File: src/rtl/rxs_pkg.sv
// Shared types and decode function for the receive traffic class separator.
// Assumes format in bits [7:5] and type in bits [4:0] of the header byte.
package rxs_pkg;

    typedef enum logic [3:0] {
        KIND_MEM_RD,
        KIND_MEM_WR,
        KIND_IO_RD,
        KIND_IO_WR,
        KIND_CFG_RD,
        KIND_CFG_WR,
        KIND_CPL,
        KIND_MSG,
        KIND_BAD
    } tlp_kind_e;

    // Map format/type onto a packet kind; anything unrecognised is KIND_BAD.
    function automatic tlp_kind_e decode_kind(input logic [2:0] fmt, input logic [4:0] typ);
        tlp_kind_e k;
        k = KIND_BAD;
        if (!fmt[2]) begin
            casez (typ)
                5'b0000?: k = fmt[1] ? KIND_MEM_WR : KIND_MEM_RD;
                5'b00010: if (!fmt[0]) k = fmt[1] ? KIND_IO_WR : KIND_IO_RD;
                5'b0010?: if (!fmt[0]) k = fmt[1] ? KIND_CFG_WR : KIND_CFG_RD;
                5'b0101?: if (!fmt[0]) k = KIND_CPL;
                5'b10???: if (fmt[0]) k = KIND_MSG;
                default:  k = KIND_BAD;
            endcase
        end
        return k;
    endfunction

    // True for the kinds that expect a completion from this side.
    function automatic logic needs_completion(input tlp_kind_e k);
        return (k == KIND_MEM_RD) || (k == KIND_IO_RD) || (k == KIND_IO_WR) ||
               (k == KIND_CFG_RD) || (k == KIND_CFG_WR);
    endfunction

endpackage

File: src/rtl/rxs_route.sv
// Per-beat route selection. Decodes the header byte on a start-of-packet beat
// and holds that decision for the remaining beats of the same packet.
// Assumes the upstream stream is well framed (sop opens, eop closes a packet).
module rxs_route (
    input  logic       clk,
    input  logic       rst_n,
    input  logic       beat_valid,
    input  logic       beat_sop,
    input  logic [7:0] hdr_byte,
    output logic       beat_np,
    output logic       beat_err
);
    import rxs_pkg::*;

    tlp_kind_e sop_kind;
    logic      sop_np;
    logic      sop_bad;
    logic      held_np;
    logic      held_err;

    // Classify the header byte of the current beat.
    always_comb begin
        sop_kind = decode_kind(hdr_byte[7:5], hdr_byte[4:0]);
        sop_np   = needs_completion(sop_kind);
        sop_bad  = (sop_kind == KIND_BAD);
    end

    // Remember the route of the packet in progress.
    always_ff @(posedge clk) begin
        if (!rst_n) begin
            held_np  <= 1'b0;
            held_err <= 1'b0;
        end else if (beat_valid && beat_sop) begin
            held_np  <= sop_np;
            held_err <= sop_bad;
        end
    end

    // Start beats use the fresh decode, continuation beats the held one.
    always_comb begin
        beat_np  = beat_sop ? sop_np  : held_np;
        beat_err = beat_sop ? sop_bad : held_err;
    end

endmodule

File: src/rtl/rxs_pkt_fifo.sv
// Packet buffer with per-beat framing. The read side is offered only while at
// least one complete packet is stored, so a consumer always sees whole packets.
// Assumes DEPTH is a power of two and that the writer never exceeds free space.
module rxs_pkt_fifo #(
    parameter int W     = 64,
    parameter int DEPTH = 16
) (
    input  logic                     clk,
    input  logic                     rst_n,
    input  logic                     wr_en,
    input  logic                     wr_sop,
    input  logic                     wr_eop,
    input  logic [W-1:0]             wr_payload,
    output logic [$clog2(DEPTH):0]   free_cnt,
    output logic                     rd_valid,
    input  logic                     rd_ready,
    output logic                     rd_sop,
    output logic                     rd_eop,
    output logic [W-1:0]             rd_payload
);
    localparam int AW = $clog2(DEPTH);
    localparam logic [AW:0] DEPTH_V = (AW+1)'(DEPTH);

    logic [W+1:0]  mem [DEPTH];
    logic [AW-1:0] wr_ptr;
    logic [AW-1:0] rd_ptr;
    logic [AW:0]   used;
    logic [AW:0]   pkt_cnt;
    logic          pop;
    logic          out_mid;

    assign pop = rd_valid && rd_ready;

    // Storage write; contents need no reset.
    always_ff @(posedge clk) begin
        if (wr_en) mem[wr_ptr] <= {wr_eop, wr_sop, wr_payload};
    end

    // Pointers, occupancy and complete-packet count.
    always_ff @(posedge clk) begin
        if (!rst_n) begin
            wr_ptr  <= '0;
            rd_ptr  <= '0;
            used    <= '0;
            pkt_cnt <= '0;
        end else begin
            if (wr_en) wr_ptr <= wr_ptr + 1'b1;
            if (pop)   rd_ptr <= rd_ptr + 1'b1;
            used    <= used + (AW+1)'(wr_en) - (AW+1)'(pop);
            pkt_cnt <= pkt_cnt + (AW+1)'(wr_en && wr_eop) - (AW+1)'(pop && rd_eop);
        end
    end

    // Track whether the read side is inside a packet.
    always_ff @(posedge clk) begin
        if (!rst_n)   out_mid <= 1'b0;
        else if (pop) out_mid <= !rd_eop;
    end

    // Head entry and status outputs.
    assign {rd_eop, rd_sop, rd_payload} = mem[rd_ptr];
    assign rd_valid = (pkt_cnt != '0);
    assign free_cnt = DEPTH_V - used;


    no_overflow_chk: assert property (@(posedge clk) disable iff (!rst_n)
        wr_en |-> used < DEPTH_V);


    hold_stable_chk: assert property (@(posedge clk) disable iff (!rst_n)
        rd_valid && !rd_ready |=> rd_valid && $stable({rd_eop, rd_sop, rd_payload}));


    sop_first_chk: assert property (@(posedge clk) disable iff (!rst_n)
        rd_valid && !out_mid |-> rd_sop);

endmodule

File: src/rtl/rx_class_splitter.sv
// Receive traffic class separator. Routes completion-seeking requests into a
// dedicated buffer and all other packets into a second one. Drives a general
// ready and a request-only mask, each reserving room for its known latency.
// Assumes every request is at most NP_MAX_BEATS beats, every other packet fits
// in PC_DEPTH-RDY_LAG-1 beats, and the header byte sits in in_data[31:24].
module rx_class_splitter #(
    parameter int DATA_W       = 64,
    parameter int NP_DEPTH     = 32,
    parameter int PC_DEPTH     = 16,
    parameter int NP_MAX_BEATS = 2,
    parameter int NP_LAG_REQS  = 10,
    parameter int RDY_LAG      = 2
) (
    input  logic              clk,
    input  logic              rst_n,
    input  logic              in_valid,
    input  logic              in_sop,
    input  logic              in_eop,
    input  logic [DATA_W-1:0] in_data,
    output logic              in_ready,
    output logic              np_mask,
    output logic              np_valid,
    input  logic              np_ready,
    output logic              np_sop,
    output logic              np_eop,
    output logic [DATA_W-1:0] np_data,
    output logic              pc_valid,
    input  logic              pc_ready,
    output logic              pc_sop,
    output logic              pc_eop,
    output logic              pc_err,
    output logic [DATA_W-1:0] pc_data
);
    localparam int NP_AW      = $clog2(NP_DEPTH);
    localparam int PC_AW      = $clog2(PC_DEPTH);
    localparam int NP_RESERVE = (NP_LAG_REQS + 1) * NP_MAX_BEATS;
    localparam int PC_RESERVE = RDY_LAG + 1;
    localparam int NP_MIN_AT_MASK = NP_LAG_REQS * NP_MAX_BEATS + NP_MAX_BEATS - 1;
    localparam logic [NP_AW:0] NP_RESERVE_V  = (NP_AW+1)'(NP_RESERVE);
    localparam logic [NP_AW:0] NP_MIN_MASK_V = (NP_AW+1)'(NP_MIN_AT_MASK);
    localparam logic [PC_AW:0] PC_RESERVE_V  = (PC_AW+1)'(PC_RESERVE);
    localparam logic [PC_AW:0] PC_LAG_V      = (PC_AW+1)'(RDY_LAG);

    logic           beat_np;
    logic           beat_err;
    logic           np_wr;
    logic           pc_wr;
    logic [NP_AW:0] np_free;
    logic [PC_AW:0] pc_free;
    logic [DATA_W:0] pc_rd_payload;

    // Route decision for the beat on the input.
    rxs_route u_route (
        .clk        (clk),
        .rst_n      (rst_n),
        .beat_valid (in_valid),
        .beat_sop   (in_sop),
        .hdr_byte   (in_data[31:24]),
        .beat_np    (beat_np),
        .beat_err   (beat_err)
    );

    // Steer every valid beat to exactly one buffer.
    always_comb begin
        np_wr = in_valid && beat_np;
        pc_wr = in_valid && !beat_np;
    end

    // Buffer for requests that expect a completion.
    rxs_pkt_fifo #(.W(DATA_W), .DEPTH(NP_DEPTH)) u_np_buf (
        .clk        (clk),
        .rst_n      (rst_n),
        .wr_en      (np_wr),
        .wr_sop     (in_sop),
        .wr_eop     (in_eop),
        .wr_payload (in_data),
        .free_cnt   (np_free),
        .rd_valid   (np_valid),
        .rd_ready   (np_ready),
        .rd_sop     (np_sop),
        .rd_eop     (np_eop),
        .rd_payload (np_data)
    );

    // Buffer for posted writes, messages, completions and undecodable packets.
    rxs_pkt_fifo #(.W(DATA_W+1), .DEPTH(PC_DEPTH)) u_pc_buf (
        .clk        (clk),
        .rst_n      (rst_n),
        .wr_en      (pc_wr),
        .wr_sop     (in_sop),
        .wr_eop     (in_eop),
        .wr_payload ({beat_err, in_data}),
        .free_cnt   (pc_free),
        .rd_valid   (pc_valid),
        .rd_ready   (pc_ready),
        .rd_sop     (pc_sop),
        .rd_eop     (pc_eop),
        .rd_payload (pc_rd_payload)
    );

    assign {pc_err, pc_data} = pc_rd_payload;

    // Backpressure from free space, each with room for its own latency.
    always_comb begin
        np_mask  = (np_free < NP_RESERVE_V);
        in_ready = !(pc_free < PC_RESERVE_V);
    end


    mask_room_chk: assert property (@(posedge clk) disable iff (!rst_n)
        $rose(np_mask) |-> np_free >= NP_MIN_MASK_V);


    ready_room_chk: assert property (@(posedge clk) disable iff (!rst_n)
        $fell(in_ready) |-> pc_free >= PC_LAG_V);

endmodule

File: config.mk
export PLATFORM = sky130hd
export DESIGN_NAME = rx_class_splitter
export DESIGN_NICKNAME = d
export VERILOG_FILES = /design/src/rtl/rxs_pkg.sv /design/src/rtl/rxs_route.sv /design/src/rtl/rxs_pkt_fifo.sv /design/src/rtl/rx_class_splitter.sv
export SDC_FILE = /design/constraint.sdc
export NUM_CORES = 2
export LEC_CHECK = 0
export BUFFER_PORTS_ARGS = -buffer_cell sky130_fd_sc_hd__buf_2
export CORE_MARGIN = 3
export CORE_UTILIZATION = 62
export CTS_CLUSTER_SIZE = 8
export DETAILED_ROUTE_END_ITERATION = 10
export PLACE_DENSITY = 0.89
export SYNTH_ARGS = -nofsm -noshare
export SYNTH_HDL_FRONTEND = slang
export SYNTH_SLANG_ARGS = --single-unit
export TNS_END_PERCENT = 20
File: constraint.sdc
create_clock -name clk -period 11.4 [get_ports clk]
set_input_delay 1.14 -clock clk [delete_from_list [all_inputs] [get_ports clk]]
set_output_delay 1.14 -clock clk [all_outputs]
set_load 0.01 [all_outputs]
==> metrics.yaml <==
grt_max_degree: 171
htreeDepth: 5
ant_nets: 0
pin_count: 208
ys_seq_area_share_pct: 78.53
grt_pass1_vias: 65093
syn-num-nets: 4990
cp-end-kind: "primary output"
max_freq_mhz: 146.3
grt_pass1_wl_microns: 546500
place_congestion: 0.8064
nets: 5497
cts_tree: "built"
yosysMostFrequentCell: "edfxtp_1"
r2r_slack_ps: 5780
rows: 162
min_path_cells: 3
hpwl_microns: 187800
hp-start: "u_pc_buf.pkt_cnt[3]"
die_area_sq_um: 203800
nFillCells: 9704
root_buffer: "clkbuf_16"
synth_top_area_share_pct: 77.70
grt_overflow: 0
synthToLayoutAreaGrowth_pct: 13.21
maxCapViolCount: 0
wirelength_microns: 392500
grt_use_total_pct: 39.15
via_count: 65720
drv_slew: 0
port_buffers: 207
status: "completed"
synth-edff-count: 3184
synth_top_area_cell: "edfxtp_1"
r2r_end: "u_np_buf.pkt_cnt[5]"
cp_max_fo: 49
antenna_found_initial: 37
worst_ep_required_time_ps: 10260
finalSetupTns_ps: 0
dp_slack_ps: 4336
post_cts_buffers: 0
multi_input_area_sq_um: 25530
hold_path_class: "flop to flop"
synth-main-ff-cell: "edfxtp_1"
p_leak_nw: 42.61
fin_crit_ps: 6837
synth_area_sq_um: 123000
dr.first_iter.drc_count: 13278
path_clk_slew_ps: 50
ir_worst_vdd_v: 0.0001886
r2r_cells: 14
critical_path.startpoint_type: "flop"
clk_latency_ps: 990
start_util_pct: 62.78
synth_warnings: 0
clock_path_buffers: 4
drc_errors: 0
cts_resized: 0
ys_top_cells_by_area: "edfxtp_1 78%, mux4_2 18%, dfxtp_1 0.83%"
setup_slack_ps: 4563
finalHoldViolations: 0
numCtsBuffers: 454
fin_worst_skew_ps: 64.69
ys_types: 56
avgSynthCellArea_sq_um: 25.25
tightest_slew_ps: 1486
power_density_nw_per_um2: 223.5
die_y_microns: 451.5
rsz0062_at_grt: "false"
first_pass_iters: 7
synth_cells: 4873
crit_arrival_ps: 5700
via_per_inst: 8.134
slew-limit-headroom_pct: 0.9319
postCtsHoldBufs: 0
setup-violations-final: 0
cts_sinks: 3235
design.core.area_sq_um: 196000
min_to: "u_pc_buf.pkt_cnt[4]"
die_w_microns: 451.5
synth_common_cells: "3184 x edfxtp_1, 995 x mux4_2, 127 x clkbuf_1"
async_flop_share_pct: 0
fin_crit_sh_pct: 59.97
regArea_sq_um: 96670
path_class: "flop to primary output"
design_power_total_mw: 31.14
ys_seq_elements: 3235
post_drt_wl_per_cell_microns: 48.57
drive_gt1_share_pct: 34.88
[sequential cells by signal (all words and copies together), names as in the netlist, named ones only]
signal,count
u_np_buf.mem,2112
u_np_buf.pkt_cnt,6
u_np_buf.rd_ptr,5
u_np_buf.used,6
u_np_buf.wr_ptr,5
u_pc_buf.mem,1072
u_pc_buf.pkt_cnt,5
u_pc_buf.rd_ptr,4
u_pc_buf.used,5
u_pc_buf.wr_ptr,4
u_route.held_err,1
u_route.held_np,1
[layout by cell type, fill, tap and decap left out, types with 32 or more instances in the layout]
| cell | synthesis | final |
|---|---|---|
| mux4_2 | 995 | 995 |
| buf_2 | 86 | 207 |
| nor2_1 | 69 | 37 |
| dfxtp_1 | 51 | 42 |
| clkbuf_1 | 127 | 48 |
| edfxtp_1 | 3184 | 3184 |
| nor2_4 | 0 | 32 |
| mux2_2 | 66 | 66 |
| inv_1 | 44 | 44 |
| buf_4 | 2 | 83 |
| clkbuf_16 | 0 | 464 |
| ha_1 | 42 | 42 |
[through the flow]
stage	hold slack, ps	util (%)	instances	instance area (sq um)
6_report	607.3	71.07	8080	139300
2_1_floorplan	436.3	-	4873	123000
5_1_grt	596.4	71.06	8071	139300
4_1_cts	578.2	71.05	8062	139300
3_3_place_gp	452.1	65.02	7548	127500
3_5_place_dp	514.6	65.02	7548	127500
[final cells by class]
type,instances,share of cell area (%)
Multi-Input combinational cell,1347,18.33
Tap cell,2624,2.357
Sequential cell,3235,69.39
Clock buffer,512,8.464
Antenna cell,18,0.03233
Clock inverter,2,0.01437
Inverter,45,0.1213
Timing Repair Buffer,297,1.292
[power breakdown]
group	switching, mW	internal [mW]
clock	5.02	7.12
combinational	2.94	2.67
sequential	0.206	13.2
total	8.17	23.0
[critical path, stage by stage, from the launching register on]
cell and delay, ps:
dfxtp_4 1000, buf_4 860, buf_4 950, mux4_2 640
mux4_2 620, mux2_2 310, buf_2 150
[layer usage]
layer  track usage [%]  vias to the layer above  wire length [microns]
met4             20.80                       30                  27160
met3             10.21                     1656                  56830
met2             60.93                     8536                 187800
met5                 0                        -                    176
li1                  -                    22012                      -
met1             51.96                    33486                 120500
[how the worst max path moves through the flow]
stage / from / end / slack [ps] / cells past startpoint
floorplan: in_data[28] / u_pc_buf.mem[3][0] / 1420 / 7
finish: flop / np_data[53] / 4560 / 6
CTS: flop / np_data[53] / 4450 / 6
global placement: in_data[25] / u_np_buf.mem[24][43] / 4990 / 9
detailed placement: in_data[25] / u_np_buf.mem[24][44] / 4340 / 9
global route: flop / np_data[41] / 4250 / 6
[cell families (layout without fill, tap and decap cells)]
| kind of cell | count (synthesis) | count (layout) | share of synthesized area [%] |
|---|---|---|---|
| DFF | 3235 | 3235 | 78.53 |
| muxes | 1065 | 1065 | 18.85 |
| xor gates and xnor gates | 23 | 23 | 0.1637 |
| other | 0 | 18 | 0 |
| AOI/OAI and AO/OA | 54 | 54 | 0.2715 |
| adders and majority gates | 46 | 46 | 0.4921 |
| and+or+nand+nor | 159 | 159 | 0.7057 |
| buffers and inverters | 291 | 856 | 0.9873 |
Note: power is estimated with default switching activity, not from simulation.
